[src/rtl/tx_fifo_pkg.sv]
// Shared constants for the transmit packet buffer.
// Assumes: a word is one double word; the tag is carried beside it.
package tx_fifo_pkg;
    localparam int unsigned TXF_DATA_W = 32;
    localparam int unsigned TXF_DEPTH  = 16;
endpackage

[src/rtl/tx_fifo_store.sv]
// Storage array for the transmit buffer: one write port, one combinational
// read port. Each entry holds the data word plus its end-of-frame tag.
// Assumes: the controller never writes while full, so no guard is needed here.
module tx_fifo_store #(
    parameter int unsigned DATA_W = tx_fifo_pkg::TXF_DATA_W,
    parameter int unsigned DEPTH  = tx_fifo_pkg::TXF_DEPTH,
    localparam int unsigned AW    = $clog2(DEPTH),
    localparam int unsigned ENT_W = DATA_W + 1
) (
    input  logic              clk,
    input  logic              we,
    input  logic [AW-1:0]     waddr,
    input  logic [DATA_W-1:0] wdata,
    input  logic              weof,
    input  logic [AW-1:0]     raddr,
    output logic [DATA_W-1:0] rdata,
    output logic              reof
);
    logic [ENT_W-1:0] mem [DEPTH];

    // Capture an accepted word with its tag in the top bit.
    always_ff @(posedge clk) begin
        if (we) begin
            mem[waddr] <= {weof, wdata};
        end
    end

    // Present the entry at the read address.
    always_comb begin
        rdata = mem[raddr][DATA_W-1:0];
        reof  = mem[raddr][ENT_W-1];
    end
endmodule

[src/rtl/tx_fifo_ctrl.sv]
// Pointer control for the transmit buffer. It keeps three pointers, each one
// bit wider than the address: write, read, and packet start. Storage is
// counted from the packet start, so words that have been read stay held until
// a successful completion. Flush outranks collide, and collide outranks done.
// Any of the three blocks a read in the same cycle.
// Assumes: DEPTH is a power of two.
module tx_fifo_ctrl #(
    parameter int unsigned DEPTH = tx_fifo_pkg::TXF_DEPTH,
    localparam int unsigned AW   = $clog2(DEPTH),
    localparam int unsigned PW   = AW + 1
) (
    input  logic          clk,
    input  logic          rst_n,
    input  logic          wr_en,
    input  logic          rd_req,
    input  logic          tx_collide,
    input  logic          tx_done,
    input  logic          tx_flush,
    input  logic          head_eof,
    output logic          wr_fire,
    output logic [AW-1:0] waddr,
    output logic [AW-1:0] raddr,
    output logic          full,
    output logic          empty,
    output logic          rd_avail,
    output logic          underflow
);
    logic [PW-1:0] wr_ptr, rd_ptr, start_ptr;
    logic [PW-1:0] held, unread;
    logic          in_pkt;
    logic          ctl_any;
    logic          rd_fire;

    // Derive occupancy flags and the accepted read and write strobes.
    always_comb begin
        held     = wr_ptr - start_ptr;
        unread   = wr_ptr - rd_ptr;
        full     = (held == PW'(DEPTH));
        empty    = (held == '0);
        rd_avail = (unread != '0);
        ctl_any  = tx_flush | tx_collide | tx_done;
        wr_fire  = wr_en & ~full & ~tx_flush;
        rd_fire  = rd_req & rd_avail & ~ctl_any;
        waddr    = wr_ptr[AW-1:0];
        raddr    = rd_ptr[AW-1:0];
    end

    // Advance the write pointer on each accepted word; flush resets it.
    always_ff @(posedge clk) begin
        if (!rst_n || tx_flush) begin
            wr_ptr <= '0;
        end else if (wr_fire) begin
            wr_ptr <= wr_ptr + 1'b1;
        end
    end

    // Move the read and start pointers as the control inputs and reads direct.
    always_ff @(posedge clk) begin
        if (!rst_n || tx_flush) begin
            rd_ptr    <= '0;
            start_ptr <= '0;
        end else if (tx_collide) begin
            rd_ptr    <= start_ptr;
        end else if (tx_done) begin
            start_ptr <= rd_ptr;
        end else if (rd_fire) begin
            rd_ptr    <= rd_ptr + 1'b1;
        end
    end

    // Track whether a packet is part-way through transmission.
    always_ff @(posedge clk) begin
        if (!rst_n || ctl_any) begin
            in_pkt <= 1'b0;
        end else if (rd_fire) begin
            in_pkt <= ~head_eof;
        end
    end

    // Flag a request made mid-packet that found no unread word.
    always_ff @(posedge clk) begin
        if (!rst_n) begin
            underflow <= 1'b0;
        end else begin
            underflow <= rd_req & ~rd_avail & in_pkt & ~ctl_any;
        end
    end
endmodule

[src/rtl/tx_rewind_fifo.sv]
// Transmit packet buffer with collision rewind. The loader writes tagged
// double words. The transmitter reads them, and a collision replays the
// packet from its start. Success releases the words read; flush empties the
// buffer.
// Assumes: one word per transmitter request; the control inputs are
// single-cycle strobes.
module tx_rewind_fifo #(
    parameter int unsigned DATA_W = tx_fifo_pkg::TXF_DATA_W,
    parameter int unsigned DEPTH  = tx_fifo_pkg::TXF_DEPTH,
    localparam int unsigned AW    = $clog2(DEPTH)
) (
    input  logic              clk,
    input  logic              rst_n,
    input  logic              wr_en,
    input  logic [DATA_W-1:0] wr_data,
    input  logic              wr_eof,
    output logic              full,
    output logic              empty,
    input  logic              rd_req,
    output logic [DATA_W-1:0] rd_data,
    output logic              rd_eof,
    output logic              rd_avail,
    output logic              underflow,
    input  logic              tx_collide,
    input  logic              tx_done,
    input  logic              tx_flush
);
    logic          wr_fire;
    logic [AW-1:0] waddr, raddr;

    tx_fifo_ctrl #(.DEPTH(DEPTH)) u_ctrl (
        .clk(clk), .rst_n(rst_n), .wr_en(wr_en), .rd_req(rd_req),
        .tx_collide(tx_collide), .tx_done(tx_done), .tx_flush(tx_flush),
        .head_eof(rd_eof), .wr_fire(wr_fire), .waddr(waddr), .raddr(raddr),
        .full(full), .empty(empty), .rd_avail(rd_avail), .underflow(underflow)
    );

    tx_fifo_store #(.DATA_W(DATA_W), .DEPTH(DEPTH)) u_store (
        .clk(clk), .we(wr_fire), .waddr(waddr), .wdata(wr_data),
        .weof(wr_eof), .raddr(raddr), .rdata(rd_data), .reof(rd_eof)
    );
endmodule

[config.mk]
export PLATFORM = sky130hd
export DESIGN_NAME = tx_rewind_fifo
export DESIGN_NICKNAME = d
export VERILOG_FILES = /design/src/rtl/tx_fifo_pkg.sv /design/src/rtl/tx_fifo_store.sv /design/src/rtl/tx_fifo_ctrl.sv /design/src/rtl/tx_rewind_fifo.sv
export SDC_FILE = /design/constraint.sdc
export NUM_CORES = 1
export LEC_CHECK = 0
export BUFFER_PORTS_ARGS = -buffer_cell sky130_fd_sc_hd__buf_2
export CORE_MARGIN = 2
export CORE_UTILIZATION = 55
export CTS_CLUSTER_SIZE = 16
export DETAILED_ROUTE_END_ITERATION = 7
export PLACE_DENSITY = 0.75
export RECOVER_POWER = 25
export SETUP_SLACK_MARGIN = 0.1
export SYNTH_ARGS = -nofsm -noshare
export SYNTH_HDL_FRONTEND = slang
export SYNTH_SLANG_ARGS = --single-unit
[constraint.sdc]
create_clock -name clk -period 4.6 [get_ports clk]
set_input_delay 0.23 -clock clk [delete_from_list [all_inputs] [get_ports clk]]
set_output_delay 0.23 -clock clk [all_outputs]
set_load 0.01 [all_outputs]
==> results of run 1 <==
placed cells by master (no fill, tap or decap), types with 3 or more instances in the layout:
master         Yosys  routed
buf_12             0       4
dfxtp_1           21      17
nand2b_1           6       6
nand2_1           13      13
mux2i_1            5       5
clkinv_2           0      10
dlygate4sd3_1      0       3
clkbuf_1          25      31
a21oi_1            9       9
clkinv_1           1      10
ha_1              13      13
nor2_1            29      18
o21ai_0            6       6
edfxtp_1         528     528
nand4_1            4       4
a211oi_1           5       5
xnor2_1            8       8
mux4_2           165     165
buf_4              0      20
clkbuf_8           0       4
nor2_4             0      11
bufinv_16          0       3
inv_1             13      12
nor3_4             0       3
clkbuf_16          0      54
buf_2             14      57
nor2b_1            7       7
path summary, 6_finish.rpt:
| path | depth (start not counted) | to | slack [ns] | from |
|---|---|---|---|---|
| setup / recovery | 7 | u_store.mem[12][19] | 0.84 | u_ctrl.wr_ptr[2] |
| hold / removal | 3 | u_ctrl.in_pkt | 0.03 | tx_collide |
| setup reg to reg | 7 | u_store.mem[12][19] | 0.84 | u_ctrl.wr_ptr[2] |
| hold reg to reg | 2 | u_ctrl.in_pkt | 0.51 | u_ctrl.in_pkt |
stage by stage:
| step | utilization (%) | area, µm² | cells | total power [µW] | hold slack [ns] |
|---|---|---|---|---|---|
| 3_5_place_dp | 59.1 | 22300 | 1469 | 6010 | 0.445 |
| 6_report | 63.4 | 24000 | 1566 | 10000 | 0.0285 |
| 3_3_place_gp | 59.1 | 22300 | 1469 | 6000 | 0.437 |
| 4_1_cts | 63.5 | 24000 | 1566 | 10100 | 0.00866 |
| 2_1_floorplan | - | 21100 | 901 | 5830 | 0.329 |
| 5_1_grt | 63.4 | 24000 | 1566 | 10300 | 0.0430 |
power breakdown:
group	switching (µW)	internal, µW	total (µW)	leakage, µW
sequential	25.3	5500	5530	0.00493
combinational	216	158	373	0.00162
clock	1740	2370	4120	0.000815
total	1980	8030	10000	0.00736
cell families (layout without fill, tap and decap cells):
family	after synthesis	after routing	share of synthesized area, %
AO/OA/AOI/OAI	29	29	0.961
XOR/XNOR	9	9	0.439
adder cells (fa/ha/maj)	13	13	0.771
buffers and inverters	57	211	1.10
flip-flops	549	549	77.2
multiplexers	170	170	17.9
AND/OR/NAND/NOR	74	74	1.72
timing repair:
item                                   CTS  global route
buffers inserted                         0             0
hold buffers                             3             0
endpoints found under the hold margin    2             0
flip-flops by register name (all words and copies together), names as in the netlist, named ones only:
register          count
u_ctrl.rd_ptr         5
u_ctrl.in_pkt         1
u_ctrl.start_ptr      5
u_ctrl.underflow      1
u_ctrl.wr_ptr         5
u_store.mem         528
critical path, cell delays in order (launching register included):
cell	delay, ns
dfxtp_1	0.71
ha_1	0.38
o21a_1	0.15
o21a_1	0.20
o41ai_2	0.57
nand2_1	0.39
nor2_4	0.63
buf_4	0.40
metal layers:
metal / wire, µm / GRT usage (%) / part of all wire [%]
met1: 17300 / 30.6 / 40
met3: 2080 / 3.21 / 4.8
met5: 0 / 0 / 0
met2: 22900 / 39.3 / 53
met4: 813 / 5.76 / 1.9
final cells by class:
| type | instances | area, µm² | area share [%] |
|---|---|---|---|
| tap | 511 | 639 | 2.67 |
| timing repair buffer | 103 | 617 | 2.58 |
| clock buffer | 70 | 1450 | 6.06 |
| multi-input combinational | 295 | 4710 | 19.7 |
| sequential | 549 | 16300 | 68.0 |
| clock inverter | 24 | 199 | 0.831 |
| inverter | 14 | 52.6 | 0.219 |
==> flow_summary.yaml, run 1 <==
floorplanning:
  rows: 71
  die_area_um2: 39900
  fp.dieH_um: 200
  core_um2: 37800
  die_w_um: 200
  start_util_pct: 55.9
  io_pins: 77
synthesis:
  syn-num-nets: 954
  yosys-top-cells-area: "edfxtp_1, mux4_2, dfxtp_1, ha_1, nor2_1"
  synth_flop_cell: "edfxtp_1"
  syn_area_per_cell_um2: 23.4
  synth_warnings: 0
  synth_seq_cells: 549
  synth_top_area_share_pct: 75.2
  ys_seq_area_share_pct: 77.2
  netlist_instances: 901
  async_flop_share_pct: 0
  synth_edf_count: 528
  synth.most_common_cell: "edfxtp_1"
  synth_area_leader_cell: "edfxtp_1"
  synth_cell_types: 38
  netlist_area_um2: 21100
  synthTopCellsByCount: "edfxtp_1, mux4_2, nor2_1, clkbuf_1, dfxtp_1"
timing:
  setup_tns_ns: 0
  worst_slack_ns: 0.845
  hold_viol: 0
  relSlewSlack_pct: 25.3
  drv_slew: 0
  finalSetupViolCount: 0
  skew_ns: 0.0118
  finalCritPeriodShare_pct: 81.6
  rsz0062_at_grt: "false"
  worstMarginPinSlew_ns: 1.12
  clock.fmax_mhz: 266
  min_period_ns: 3.76
cts:
  clk_latency_ns: 0.58
  cts_buffer_depth: 3
  numCtsBuffers: 52
  cts-root-buf: "clkbuf_16"
  tritoncts: "done"
  clkTransAtPathRegs_ns: 0.06
  clock-sinks: 549
  cts-resized-gates: 0
  h-tree-depth: 2
finish:
  layout-drive-gt1-share_pct: 32.6
  nets: 1068
  num_antenna_cells: 0
  n_fill_cell: 2482
  area_delta_synth_final_pct: 13.6
drt:
  via_count: 9536
  post-route-drc-count: 0
  post_drt_wl_per_cell_um: 27.5
  via_per_inst: 6.09
  ant_nets: 0
  first_pass_iters: 5
  drtIter0Drc: 813
  postRouteWirelength_um: 43100
setup_path:
  crit_required_ns: 4.85
  worstSetupStartpointType: "register"
  crit_type: "register to register"
  setup.worst_path.end_class: "register"
  crit_fanout: 17
  critPathArrivalTime_ns: 4.01
status:
  outcome: "completed"
grt:
  grt.total_usage_pct: 22.6
  overflow: 0
  grt_max_degree: 46
  antenna_found_initial: 0
  grt_pass1_vias: 9977
  grt_pass1_wl_um: 64500
placement:
  port_buffers: 76
  hpwl_um: 25200
  dp_slack_ns: 0.860
  place_congestion: 0.804
pwr:
  vdd_drop_max_mv: 0.317
  p_leak_uw: 0.00736
  p_per_area_nw_per_um2: 418
run:
  max_cap_viol_count: 0
hold_path:
  hold_path.class: "primary input to register"
(Power assumes the default switching activity.)
==> inputs of run 2 (changes only) <==
--- a/config.mk
+++ b/config.mk
@@ -7,10 +7,10 @@
 export LEC_CHECK = 0
 export BUFFER_PORTS_ARGS = -buffer_cell sky130_fd_sc_hd__buf_2
 export CORE_MARGIN = 2
-export CORE_UTILIZATION = 55
+export CORE_UTILIZATION = 60
 export CTS_CLUSTER_SIZE = 16
 export DETAILED_ROUTE_END_ITERATION = 7
-export PLACE_DENSITY = 0.75
+export PLACE_DENSITY = 0.78
 export RECOVER_POWER = 25
 export SETUP_SLACK_MARGIN = 0.1
 export SYNTH_ARGS = -nofsm -noshare
==> constraint.sdc (replaced) <==
create_clock -name clk -period 3.7 [get_ports clk]
set_input_delay 0.185 -clock clk [delete_from_list [all_inputs] [get_ports clk]]
set_output_delay 0.185 -clock clk [all_outputs]
set_load 0.01 [all_outputs]
==> run 2 against run 1 <==
  * Clock skew rose by 0.023 ns
  * Critical path depth fell by 3
  * Sequential cell count did not move
  * First-iteration DRC count rose by 21%
  * Cell area rose by 1.5%
  * Largest power group unchanged
  * Highest routed layer unchanged
==> flow_summary.yaml, run 2 (synthesis gave the netlist of run 1 again) <==
setup_path:
  critPathArrivalTime_ns: 2.83
  crit_required_ns: 3.51
  reg2reg_slack_ns: 0.72
  crit_type: "register to primary output"
  setup.worst_path.end_class: "primary output"
  r2r_cells: 9
  reg2reg_to: "u_store.mem[9][2]"
  r2r-start: "u_ctrl.wr_ptr[1]"
  worstSetupStartpointType: "register"
  crit_fanout: 46
drt:
  first_pass_iters: 7
  via_per_inst: 6.45
  post_drt_wl_per_cell_um: 29.2
  drtIter0Drc: 986
  post-route-drc-count: 0
  ant_nets: 0
  postRouteWirelength_um: 45300
  via_count: 10000
floorplanning:
  die_w_um: 192
  start_util_pct: 61.1
  io_pins: 77
  fp.dieH_um: 192
  rows: 68
  die_area_um2: 36700
  core_um2: 34500
timing:
  finalCritPeriodShare_pct: 81.5
  skew_ns: 0.0349
  clock.fmax_mhz: 332
  hold_viol: 0
  worstMarginPinSlew_ns: 1.18
  finalSetupViolCount: 0
  min_period_ns: 3.01
  setup_tns_ns: 0
  drv_slew: 0
  rsz0062_at_grt: "false"
  relSlewSlack_pct: 21.5
finish:
  layout-drive-gt1-share_pct: 31.4
  final_cell_mix: "edfxtp_1, mux4_2, clkbuf_16, buf_2"
  largest_reg_flops: 528
  final_common_cell: "edfxtp_1"
  final_core_util_pct: 70.4
  num_antenna_cells: 0
  nets: 1110
  largest_register: "u_store.mem"
  area_delta_synth_final_pct: 15.3
placement:
  place_congestion: 0.769
  port_buffers: 76
  hpwl_um: 24500
cts:
  cts_buffer_depth: 3
  numCtsBuffers: 52
  clk_latency_ns: 0.59
  clkTransAtPathRegs_ns: 0.06
  clock-sinks: 549
  ctsHoldBuffers: 36
  tritoncts: "done"
  h-tree-depth: 2
  cts-resized-gates: 0
  cts-root-buf: "clkbuf_16"
  post_cts_buffers: 0
run:
  max_cap_viol_count: 0
pwr:
  combPwrFrac_pct: 4.0
  switching_power_uw: 2510
  p_leak_uw: 0.00752
  p_seq_share_pct: 55.7
  vdd_drop_max_mv: 0.422
  internal_power_uw: 9830
  p_per_area_nw_per_um2: 507
  power_frac_clock_pct: 40.3
  swShare_pct: 20.4
grt:
  overflow: 0
  grt_pass1_vias: 10200
  grt.total_usage_pct: 26.0
  grt_max_degree: 52
  antenna_found_initial: 0
  grt_pass1_wl_um: 67300
hold_path:
  min_path_cells: 3
  hold_path.class: "primary input to register"
  min_from: "tx_collide"
status:
  outcome: "completed"
## run 2: worst max-delay path, stage by stage, from the launching register on
cell	delay [ns]
dfxtp_4	0.54
buf_12	0.39
mux4_2	0.61
mux4_2	0.55
buf_2	0.17
## run 2: power groups by stage
| stage | Clock, µW | Sequential (µW) | Combinational (µW) |
|---|---|---|---|
| floorplan | 0 | 6980 | 262 |
| global placement | 0 | 7000 | 455 |
| detailed placement | 0 | 7000 | 466 |
| CTS | 5040 | 6870 | 501 |
| global route | 5260 | 6870 | 528 |
| finish | 4980 | 6870 | 492 |
## run 2: layout make-up
cell class / instances / area [µm²]
timing repair buffer: 145 / 1110
clock inverter: 29 / 219
clock buffer: 65 / 1370
sequential: 549 / 16300
multi-input combinational: 295 / 4710
inverter: 14 / 52.6
tap: 455 / 569
fill: 2014 / 10200
## run 2: layer usage
layer  GRT usage (%)  vias up  part of all wire [%]
li1                -     4127                     -
met1            36.6     5272                    39
met2            42.2      526                    51
met3            4.96       83                   7.3
met4            7.78        0                   2.8
met5               0        -                     0
## run 2: how the worst max path moves through the flow
stage,start,to,slack (ns)
finish,register,rd_eof,0.69
CTS,register,rd_eof,0.62
global route,u_ctrl.wr_ptr[0],u_store.mem[9][32],0.54
detailed placement,u_ctrl.wr_ptr[1],u_store.mem[9][10],0.75
floorplan,u_ctrl.wr_ptr[1],u_store.mem[8][0],0.04
global placement,u_ctrl.wr_ptr[1],u_store.mem[9][8],0.87
## run 2: per-stage QoR
stage	hold slack, ns	setup WS, ns	cell area (µm²)	cells	total power, µW
2_1_floorplan	0.284	0.0387	21100	901	7240
3_3_place_gp	0.437	0.869	22400	1422	7450
3_5_place_dp	0.440	0.747	22400	1422	7470
4_1_cts	0.000281	0.619	24400	1552	12400
5_1_grt	0.0665	0.545	24300	1552	12700
6_report	0.0499	0.685	24300	1552	12300
